$ cat src/rtl/tone_pkg.sv
// tone_pkg: shared constants and the cosine table generator used by the
// tone generator. Assumes the table depth is a power of two.
package tone_pkg;

    localparam real TWO_PI = 6.283185307179586;

    // Rounded amplitude*cos(2*pi*k/depth) for one table point.
    function automatic int cos_point(int k, int depth, int amp);
        real ang;
        ang = TWO_PI * real'(k) / real'(depth);
        return int'(real'(amp) * $cos(ang));
    endfunction

endpackage

$ cat src/rtl/tone_phase.sv
// tone_phase: holds the clamped frequency step and the global run control,
// and advances the phase accumulator by the step on every clock while running.
// Assumes REQ_W > STEP_W so that clamping is meaningful.
module tone_phase #(
    parameter int STEP_W = 16,
    parameter int REQ_W  = 20
) (
    input  logic              clk,
    input  logic              rst_n,
    input  logic              step_wr,
    input  logic [REQ_W-1:0]  step_req,
    input  logic              glob_wr,
    input  logic              glob_val,
    output logic [STEP_W-1:0] step_q,
    output logic              glob_q,
    output logic [STEP_W-1:0] acc_q
);

    localparam logic [REQ_W-1:0] STEP_MAX = {{(REQ_W-STEP_W){1'b0}}, {STEP_W{1'b1}}};

    logic [STEP_W-1:0] step_clamped;

    // Saturate an oversized request to the largest step.
    always_comb begin
        if (step_req > STEP_MAX) begin
            step_clamped = {STEP_W{1'b1}};
        end else begin
            step_clamped = step_req[STEP_W-1:0];
        end
    end

    // Store the step on its write strobe.
    always_ff @(posedge clk) begin
        if (!rst_n) begin
            step_q <= '0;
        end else if (step_wr) begin
            step_q <= step_clamped;
        end
    end

    // Store the global run control on its write strobe.
    always_ff @(posedge clk) begin
        if (!rst_n) begin
            glob_q <= 1'b0;
        end else if (glob_wr) begin
            glob_q <= glob_val;
        end
    end

    // Advance the accumulator modulo 2^STEP_W while running.
    always_ff @(posedge clk) begin
        if (!rst_n) begin
            acc_q <= '0;
        end else if (glob_q) begin
            acc_q <= acc_q + step_q;
        end
    end

endmodule

$ cat src/rtl/tone_cos_lut.sv
// tone_cos_lut: combinational signed cosine table with 2^ADDR_W points of
// DATA_W bits, built at elaboration. Peak value is 2^(DATA_W-1)-1.
module tone_cos_lut #(
    parameter int ADDR_W = 8,
    parameter int DATA_W = 8
) (
    input  logic [ADDR_W-1:0]        addr,
    output logic signed [DATA_W-1:0] sample
);

    import tone_pkg::*;

    localparam int DEPTH = 2 ** ADDR_W;
    localparam int AMP   = (2 ** (DATA_W - 1)) - 1;

    logic signed [DATA_W-1:0] tbl [DEPTH];

    for (genvar i = 0; i < DEPTH; i++) begin : g_point
        assign tbl[i] = DATA_W'(cos_point(i, DEPTH, AMP));
    end

    // Select the addressed point.
    always_comb begin
        sample = tbl[addr];
    end

endmodule

$ cat src/rtl/tone_chan.sv
// tone_chan: one output channel. Holds tone enable, scale, invert, offset
// and direct code, shapes the shared cosine sample and registers the code.
// Assumes the sample magnitude never exceeds 2^(CODE_W-1)-1.
module tone_chan #(
    parameter int CODE_W  = 8,
    parameter int SCALE_W = 2
) (
    input  logic                     clk,
    input  logic                     rst_n,
    input  logic                     cfg_wr,
    input  logic                     cfg_tone,
    input  logic [SCALE_W-1:0]       cfg_scale,
    input  logic                     cfg_inv,
    input  logic [CODE_W-1:0]        cfg_offset,
    input  logic                     code_wr,
    input  logic [CODE_W-1:0]        code_val,
    input  logic signed [CODE_W-1:0] cos_val,
    output logic                     tone_en_q,
    output logic [CODE_W-1:0]        code_q,
    output logic [CODE_W-1:0]        dac_q
);

    localparam int SUM_W = CODE_W + 2;
    localparam logic [CODE_W-1:0] MID = CODE_W'(2 ** (CODE_W - 1));
    localparam logic signed [SUM_W-1:0] MID_S = SUM_W'(2 ** (CODE_W - 1));

    logic [SCALE_W-1:0]       scale_q;
    logic                     inv_q;
    logic [CODE_W-1:0]        off_q;
    logic signed [SUM_W-1:0]  wave_ext;
    logic signed [SUM_W-1:0]  wave_s;
    logic signed [SUM_W-1:0]  off_s;
    logic signed [SUM_W-1:0]  off_eff;
    logic signed [SUM_W-1:0]  pre_s;
    logic signed [SUM_W-1:0]  post_s;
    logic signed [SUM_W-1:0]  centred;
    logic [CODE_W-1:0]        sat_code;
    logic [CODE_W-1:0]        next_code;

    // Tone enable: direct-code write clears it and wins over a tone write.
    always_ff @(posedge clk) begin
        if (!rst_n) begin
            tone_en_q <= 1'b0;
        end else if (code_wr) begin
            tone_en_q <= 1'b0;
        end else if (cfg_wr) begin
            tone_en_q <= cfg_tone;
        end
    end

    // Scale, invert and offset fields.
    always_ff @(posedge clk) begin
        if (!rst_n) begin
            scale_q <= '0;
            inv_q   <= 1'b0;
            off_q   <= '0;
        end else if (cfg_wr) begin
            scale_q <= cfg_scale;
            inv_q   <= cfg_inv;
            off_q   <= cfg_offset;
        end
    end

    // Direct code register.
    always_ff @(posedge clk) begin
        if (!rst_n) begin
            code_q <= MID;
        end else if (code_wr) begin
            code_q <= code_val;
        end
    end

    // Scale the sample, add the pre-negated offset, then apply the inversion.
    always_comb begin
        wave_ext = {{2{cos_val[CODE_W-1]}}, cos_val};
        wave_s   = wave_ext >>> scale_q;
        off_s    = {{2{off_q[CODE_W-1]}}, off_q};
        off_eff  = inv_q ? -off_s : off_s;
        pre_s    = wave_s + off_eff;
        post_s   = inv_q ? -pre_s : pre_s;
        centred  = post_s + MID_S;
    end

    // Clamp the centred result to the unsigned code range.
    always_comb begin
        if (centred[SUM_W-1]) begin
            sat_code = '0;
        end else if (|centred[SUM_W-2:CODE_W]) begin
            sat_code = '1;
        end else begin
            sat_code = centred[CODE_W-1:0];
        end
    end

    // Choose between the tone and the direct code.
    always_comb begin
        next_code = tone_en_q ? sat_code : code_q;
    end

    // Register the channel output.
    always_ff @(posedge clk) begin
        if (!rst_n) begin
            dac_q <= MID;
        end else begin
            dac_q <= next_code;
        end
    end

endmodule

$ cat src/rtl/tone_gen_dual.sv
// tone_gen_dual: multi-channel cosine tone generator. A shared accumulator
// and cosine table feed NCH independently shaped channels.
// Assumes write strobes are single-cycle and selects address existing channels.
module tone_gen_dual #(
    parameter int NCH     = 2,
    parameter int CODE_W  = 8,
    parameter int STEP_W  = 16,
    parameter int REQ_W   = 20,
    parameter int SCALE_W = 2,
    parameter int SEL_W   = (NCH > 1) ? $clog2(NCH) : 1
) (
    input  logic                     clk,
    input  logic                     rst_n,
    input  logic                     step_wr,
    input  logic [REQ_W-1:0]         step_req,
    input  logic                     glob_wr,
    input  logic                     glob_val,
    input  logic                     chan_wr,
    input  logic [SEL_W-1:0]         chan_sel,
    input  logic                     chan_tone,
    input  logic [SCALE_W-1:0]       chan_scale,
    input  logic                     chan_inv,
    input  logic [CODE_W-1:0]        chan_offset,
    input  logic                     code_wr,
    input  logic [SEL_W-1:0]         code_sel,
    input  logic [CODE_W-1:0]        code_val,
    output logic [NCH*CODE_W-1:0]    dac_out
);

    logic [STEP_W-1:0]        step_q;
    logic                     glob_q;
    logic [STEP_W-1:0]        acc_q;
    logic signed [CODE_W-1:0] cos_val;
    logic [NCH-1:0]           tone_en_q;
    logic [NCH*CODE_W-1:0]    code_q;

    tone_phase #(
        .STEP_W (STEP_W),
        .REQ_W  (REQ_W)
    ) u_phase (
        .clk      (clk),
        .rst_n    (rst_n),
        .step_wr  (step_wr),
        .step_req (step_req),
        .glob_wr  (glob_wr),
        .glob_val (glob_val),
        .step_q   (step_q),
        .glob_q   (glob_q),
        .acc_q    (acc_q)
    );

    tone_cos_lut #(
        .ADDR_W (CODE_W),
        .DATA_W (CODE_W)
    ) u_lut (
        .addr   (acc_q[STEP_W-1 -: CODE_W]),
        .sample (cos_val)
    );

    for (genvar c = 0; c < NCH; c++) begin : g_chan
        logic cfg_hit;
        logic code_hit;

        // Decode the per-channel write strobes.
        always_comb begin
            cfg_hit  = chan_wr && (chan_sel == SEL_W'(c));
            code_hit = code_wr && (code_sel == SEL_W'(c));
        end

        tone_chan #(
            .CODE_W  (CODE_W),
            .SCALE_W (SCALE_W)
        ) u_chan (
            .clk        (clk),
            .rst_n      (rst_n),
            .cfg_wr     (cfg_hit),
            .cfg_tone   (chan_tone),
            .cfg_scale  (chan_scale),
            .cfg_inv    (chan_inv),
            .cfg_offset (chan_offset),
            .code_wr    (code_hit),
            .code_val   (code_val),
            .cos_val    (cos_val),
            .tone_en_q  (tone_en_q[c]),
            .code_q     (code_q[c*CODE_W +: CODE_W]),
            .dac_q      (dac_out[c*CODE_W +: CODE_W])
        );
    end

endmodule

$ cat config.mk
export PLATFORM = sky130hd
export DESIGN_NAME = tone_gen_dual
export DESIGN_NICKNAME = d
export VERILOG_FILES = /design/src/rtl/tone_pkg.sv /design/src/rtl/tone_phase.sv /design/src/rtl/tone_cos_lut.sv /design/src/rtl/tone_chan.sv /design/src/rtl/tone_gen_dual.sv
export SDC_FILE = /design/constraint.sdc
export NUM_CORES = 1
export LEC_CHECK = 0
export ABC_AREA = 0
export BUFFER_PORTS_ARGS = -buffer_cell sky130_fd_sc_hd__buf_2
export CAP_MARGIN = 20
export CORE_AREA = 3 3 106 134
export CTS_BUF_LIST = sky130_fd_sc_hd__clkbuf_4 sky130_fd_sc_hd__clkbuf_8
export DETAILED_ROUTE_END_ITERATION = 8
export DIE_AREA = 0 0 109 137
export HOLD_SLACK_MARGIN = 0.06
export PLACE_DENSITY = 0.92
export SLEW_MARGIN = 20
export SYNTH_ARGS = -nofsm -noshare
export SYNTH_HDL_FRONTEND = slang
export SYNTH_SLANG_ARGS = --single-unit
$ cat constraint.sdc
create_clock -name clk -period 8.3 [get_ports clk]
set_input_delay 1.66 -clock clk [delete_from_list [all_inputs] [get_ports clk]]
set_output_delay 1.66 -clock clk [all_outputs]
set_load 0.01 [all_outputs]
# After elaboration in Yosys (flattened, before gate mapping)
# Memories as Yosys holds them, arrays and structs flattened.
# Index checks and enable logic that the tools add are counted.
# op_classes
addsub,9
n_lt_le_gt_ge,2
shifts,2
n_mux,13
bitwise_logic,4
reduce_logical,6
# op_table
operator,count
$mux W8,8
$mux W10,4
$add A10 B10 Y10,2
$add A10 B9 Y10 const B,2
$gt A20 B16 Y1 const B,1
$neg A10 Y10,2
$neg A8 Y10,2
$sshr A8 B2 Y10,2
$add A16 B16 Y16,1
$mux W16,1
$ge A9 B9 Y1 const B,1
$not A8 Y9,1
$logic_and A1 B1 Y1,4
$reduce_or A2 Y1,2
$not A1 Y1,3
# totals
reg_bits,89
mem_bits_ro,2048
inputBits,49
out_inout_bits,16
word_cells,52
memories,1
# mem_list
memory,words,width,rd,rd_ports_with_merged_regs,write_ports,line_no,text
(name not given),256,8,1,0,0,tone_cos_lut.sv:24,sample = tbl[addr];

# Depth between registers and ports, before layout
# logic_depth
ltp_word,12
depth_mapped,30
mapped_depth_nobuf,27

# Cells and area by module
# Synthesis repeated with hierarchy kept, for this count alone.
# unflattened
hier_cells,982
area_unflattened_um2,8235.4
# modules_own_cells
module,instances,cells_per_inst,area_per_inst_um2,seq_area_each_um2
tone_cos_lut,1,325,2179.6,0.0
tone_chan (g_chan[0].u_chan),1,235,2132.0,560.5
tone_chan (g_chan[1].u_chan),1,217,2024.4,560.5
tone_phase,1,201,1866.8,660.6
tone_gen_dual,1,4,32.5,0.0

# Least setup slack after synthesis
# Ideal clock, no wire load.
# synth_timing
kind,flip-flop to flip-flop
from,register u_phase.acc_q[8]
to,register g_chan[0].u_chan.dac_q[4]
setup_time_ps,60
t_arrival_ps,5852
t_required_ps,8240
path_slack_ps,2388
stages_incl_launch_ff,27
n_path_buf,1
period_less_slack_ps,5912
path_cell_list,dfxtp_1 -> clkbuf_1 -> inv_1 -> ha_1 -> and2_1 -> nor2_1 -> mux4_2 -> mux4_2 -> mux2i_4 -> mux2i_1 -> mux2i_1 -> ha_1 -> inv_1 -> fa_1 -> nand2b_1 -> a21oi_1 -> xnor2_1 -> nand2_1 -> or4_4 -> o41ai_1 -> nor3_1 -> xnor2_1 -> ha_1 -> inv_1 -> o21ai_0 -> mux2i_1 -> and2_1
# synth_between
elab_chain_len,12
# synth_rtl
item,line_no,text
"start, declared",tone_phase.sv:16,output logic [STEP_W-1:0] acc_q
"start signal, assigned",tone_phase.sv:55,acc_q <= acc_q + step_q;
$not A8 Y9 (not written as such) *,tone_cos_lut.sv:24,
$mem_v2 Z256 W8 *,--,
$mux W8 (not written as such) * (2 in series),tone_cos_lut.sv:24,
$sshr A8 B2 Y10 *,tone_chan.sv:76,wave_s = wave_ext >>> scale_q;
$add A10 B10 Y10 *,tone_chan.sv:79,pre_s = wave_s + off_eff;
$neg A10 Y10,tone_chan.sv:80,post_s = inv_q ? -pre_s : pre_s;
$mux W10 *,tone_chan.sv:80,
$add A10 B9 Y10 *,tone_chan.sv:81,centred = post_s + MID_S;
$mux W8,tone_chan.sv:88,end else if (|centred[SUM_W-2:CODE_W]) begin
$mux W8 *,tone_chan.sv:86,if (centred[SUM_W-1]) begin
$mux W8 *,tone_chan.sv:97,next_code = tone_en_q ? sat_code : code_q;
"end signal, assigned",tone_chan.sv:105,dac_q <= next_code;
"end, declared",tone_chan.sv:20,output logic [CODE_W-1:0] dac_q
# Mark *: on every way between the ends. The rest lies on a longest branch, timed or not. The select of a mux whose other input is x is not followed.
# A chain may end at the register's enable or synchronous reset.

# Final worst setup path
# layout_timing
from,register u_phase.acc_q[9]
to,register g_chan[0].u_chan.dac_q[4]
# Same word-level chain as after synthesis.

==> run_results.csv <==
group,metric,value,unit
synthesis,synthDistinctLibCells,81,
sta,rsz0062_at_grt,"no",
synthesis,synth_edf_count,0,
synthesis,ys_ff_latch,89,
hold_path,holdCritPathClass,"flip-flop to flip-flop",
synthesis,synthXorXnorAreaFrac,5.78,%
setup_path,crit_fanout,25,
global_routing,antenna_found_initial,0,
clock_tree,clk_latency,0.37,ns
place,io_buffers,64,
pwr,p_leak,3.17,nW
sta,slew_viol_final,0,
clock_tree,cts_tree,"yes",
clock_tree,cts_resized,0,
pwr,pwr_density_cell,152,nW/um^2
setup_path,worstPathRequired,8.60,ns
floorplanning,io_pins,65,
clock_tree,cts.sink_count,89,
setup_path,reg2regPathDepth,25,
detailed_routing,dr_total_vias,7902,
setup_path,worstSetupStartpointType,"flip-flop",
synthesis,yosys_warnings,0,
floorplanning,die_area,14900,um^2
detailed_routing,routedWlPerCell,17.5,um
setup_path,max_stage_delay,0.87,ns
clock_tree,cts_buffers,9,
synthesis,synth_top_area_cell,"dfxtp_1",
detailed_routing,routed_wl,21.3,mm
sta,skew,0.0153,ns
synthesis,synth_top_area_share,21.8,%
floorplanning,placementRows,47,
sta,tns,0,ns
finish,n_antenna_cell,0,
synthesis,synth_seq_area_share,21.8,%
setup_path,worstReg2RegStart,"u_phase.acc_q[9]",
detailed_routing,drt_pre_antenna_iters,7,
global_routing,grt_pass1_wl,35.2,mm
synthesis,synth_fp_nets,1138,
pwr,peakVddDrop,0.112,mV
detailed_routing,vias_per_cell,6.49,
setup_path,crit_slowest_cell,"dfxtp_1",
synthesis,synth_area_per_cell,7.90,um^2
global_routing,grt_max_degree,100,
floorplanning,core_area,13100,um^2
finish,syn2layout_area_growth,3.85,%
sta,max_freq,139,MHz
hold_path,hold_start,"g_chan[0].u_chan.code_q[4]",
clock_tree,clockBufferDepth,2,
clock_tree,cts_max_level,3,
hold_path,hold_depth,2,
flow_run,max-cap-violations,0,
sta,min_period,7.19,ns
synthesis,synth_mux_area_share,8.73,%
sta,maxSlewHeadroom,35.6,%
clock_tree,root_buffer,"clkbuf_8",
setup_path,critPathArrivalTime,7.49,ns
sta,tightestPinTransition,0.964,ns
place,hpwlAfterDp,15.3,mm
synthesis,synth_cells,1035,
detailed_routing,drtAntennaViolNets,0,
global_routing,overflow,0,
synthesis,synth_top_family_by_area,"compound AO/OA/AOI/OAI gates",
sta,period_share,86.6,%
finish,fin_nets,1146,
place,gp_congestion,1.04,
detailed_routing,drc,0,
clock_tree,post_cts.repair.setup_buffers,0,
floorplanning,chipHeight,137,um
sta,hold_violations,0,
floorplanning,initial_utilization,62.4,%
global_routing,grt_pass1_vias,7559,
synthesis,synth_fa_ha_area_share,8.53,%
synthesis,ys_async_sr_fraction,0,%
setup_path,r2r_slack,1.11,ns
clock_tree,path_clk_slew,0.09,ns
run_status,outcome,"finished clean",
synthesis,synth-simple-area-share,21.0,%
floorplanning,die_x,109,um
setup_path,critPathKind,"flip-flop to flip-flop",
global_routing,grt_usage,28.7,%
synthesis,synth_compound_area_share,26.6,%
sta,finalSetupViolCount,0,
finish,drive_gt1_share,13.8,%
detailed_routing,drt-initial-drc-count,937,
setup_path,r2r_end,"g_chan[0].u_chan.dac_q[4]",
finish,fin_util,64.8,%
setup_path,crit_path_end_kind,"flip-flop",
clock_tree,holdBufCountCts,0,
synthesis,synth_top_cells_by_area,"dfxtp_1 (22%), ha_1 (7.8%), nand2_1 (6.9%)",
synthesis,syn_area,8180,um^2
hold_path,min_to,"g_chan[0].u_chan.code_q[4]",
synthesis,ys.flop_type,"dfxtp_1",
## cell usage in the layout (no fill, tap or decap), types with 5 or more instances in the layout
| cell type | netlist | layout |
|---|---|---|
| nand2_1 | 150 | 150 |
| dfxtp_1 | 89 | 87 |
| nor2_1 | 64 | 64 |
| buf_2 | 11 | 64 |
| o21ai_0 | 52 | 52 |
| a21oi_1 | 52 | 52 |
| ha_1 | 51 | 51 |
| mux2i_1 | 50 | 50 |
| xnor2_1 | 46 | 46 |
| a21boi_0 | 46 | 46 |
| inv_1 | 37 | 37 |
| nand2b_1 | 27 | 27 |
| nor2b_1 | 27 | 27 |
| a211oi_1 | 19 | 19 |
| o211ai_1 | 17 | 17 |
| o221a_2 | 16 | 16 |
| nand3_1 | 15 | 15 |
| nor3_1 | 13 | 13 |
| and2_1 | 12 | 12 |
| a31oi_1 | 11 | 11 |
| o31ai_1 | 10 | 10 |
| clkbuf_8 | 7 | 9 |
| a21o_1 | 8 | 8 |
| xor2_1 | 8 | 8 |
| mux2_2 | 8 | 8 |
| o41ai_1 | 7 | 7 |
| a221oi_1 | 7 | 7 |
| nand3b_1 | 7 | 7 |
| o21a_1 | 7 | 7 |
| nor4_1 | 6 | 6 |
| buf_4 | 4 | 6 |
| o2111ai_1 | 5 | 5 |
| or2b_2 | 5 | 5 |
| nand4b_1 | 5 | 5 |
| a311oi_1 | 5 | 5 |
| or2_2 | 5 | 5 |
## how the worst max path moves through the flow
stage                           from                   endpoint  slack [ns]
floorplan           u_phase.acc_q[8]  g_chan[0].u_chan.dac_q[4]        2.39
global route        u_phase.acc_q[9]  g_chan[0].u_chan.dac_q[4]        0.80
detailed placement  u_phase.acc_q[9]  g_chan[0].u_chan.dac_q[4]        1.26
CTS                 u_phase.acc_q[9]  g_chan[0].u_chan.dac_q[4]        1.20
finish              u_phase.acc_q[9]  g_chan[0].u_chan.dac_q[4]        1.11
global placement    u_phase.acc_q[9]  g_chan[0].u_chan.dac_q[4]        1.59
## cells in the mapped netlist (all sizes together), types with 7 or more instances
master and count:
nor2 65, a211oi 23, o211ai 17, xor2 8, o221a 16, a21o 8
dfxtp 89, mux2i 51, nor2b 28, a21boi 46, nand2 150, o31ai 12
mux2 9, a21oi 52, o41ai 7, clkbuf 45, inv 39, ha 51
xnor2 46, a31oi 11, nand3 15, buf 29, o21ai 54, nand3b 7
a221oi 7, and2 13, nand2b 27, o21a 7, nor3 13
## area by class of cell
cell class              instances  area [um^2]
flip-flops and latches         89         1780
multi-input cells             832         5780
well taps                     171          214
clock inverters                 3         42.5
fillers                      1061         4620
repair buffers                 71          380
clock buffers                  12          146
inverters                      40          150
## power breakdown
part,internal [mW],switching (mW)
registers,0.451,0.0349
logic,0.211,0.294
clock network,0.148,0.155
total,0.809,0.484
## routing by layer
metal | part of all wire (%) | GRT usage, % | vias to the layer above
met5 | 0 | 0 | -
met4 | 4.4 | 14.2 | 0
met3 | 8.0 | 3.35 | 105
met2 | 48 | 48.5 | 395
met1 | 39 | 35.8 | 3660
li1 | - | - | 3742
## worst max-delay path, delay by kind of cell (launching register included)
| kind | cells | cell delay [ns] |
|---|---|---|
| mux | 6 | 1.54 |
| fa+ha+maj | 4 | 1.69 |
| simple gates | 7 | 1.46 |
| buf+inv | 3 | 0.56 |
| flops | 1 | 0.87 |
| xor+xnor | 2 | 0.35 |
| compound gates | 3 | 0.67 |
## cells by family (layout without fill, tap and decap cells)
kind of cell	after synthesis	count (layout)
compound gates	305	305
xor+xnor	54	54
fa+ha+maj	54	54
buf+inv	114	126
flops	89	89
mux	64	64
simple gates	355	355
## registers in the layout, indices dropped and copies added (netlist names)
signal / count
g_chan.u_chan.code_q: 16
g_chan.u_chan.dac_q: 16
g_chan.u_chan.inv_q: 2
g_chan.u_chan.off_q: 16
g_chan.u_chan.scale_q: 4
g_chan.u_chan.tone_en_q: 2
u_phase.acc_q: 16
u_phase.glob_q: 1
u_phase.step_q: 16
## stage by stage
step | hold slack [ns] | setup slack, ns | power (mW) | area, um^2 | std cells
after CTS | 0.471 | 1.20 | 1.28 | 8480 | 1217
after floorplan | 0.440 | 2.39 | 0.877 | 8180 | 1035
final | 0.467 | 1.11 | 1.29 | 8500 | 1218
after detailed placement | 0.455 | 1.26 | 0.980 | 8290 | 1202
after global placement | 0.453 | 1.59 | 0.963 | 8290 | 1202
after global routing | 0.499 | 0.795 | 1.36 | 8500 | 1218
Power figures use the tool's default switching activity.
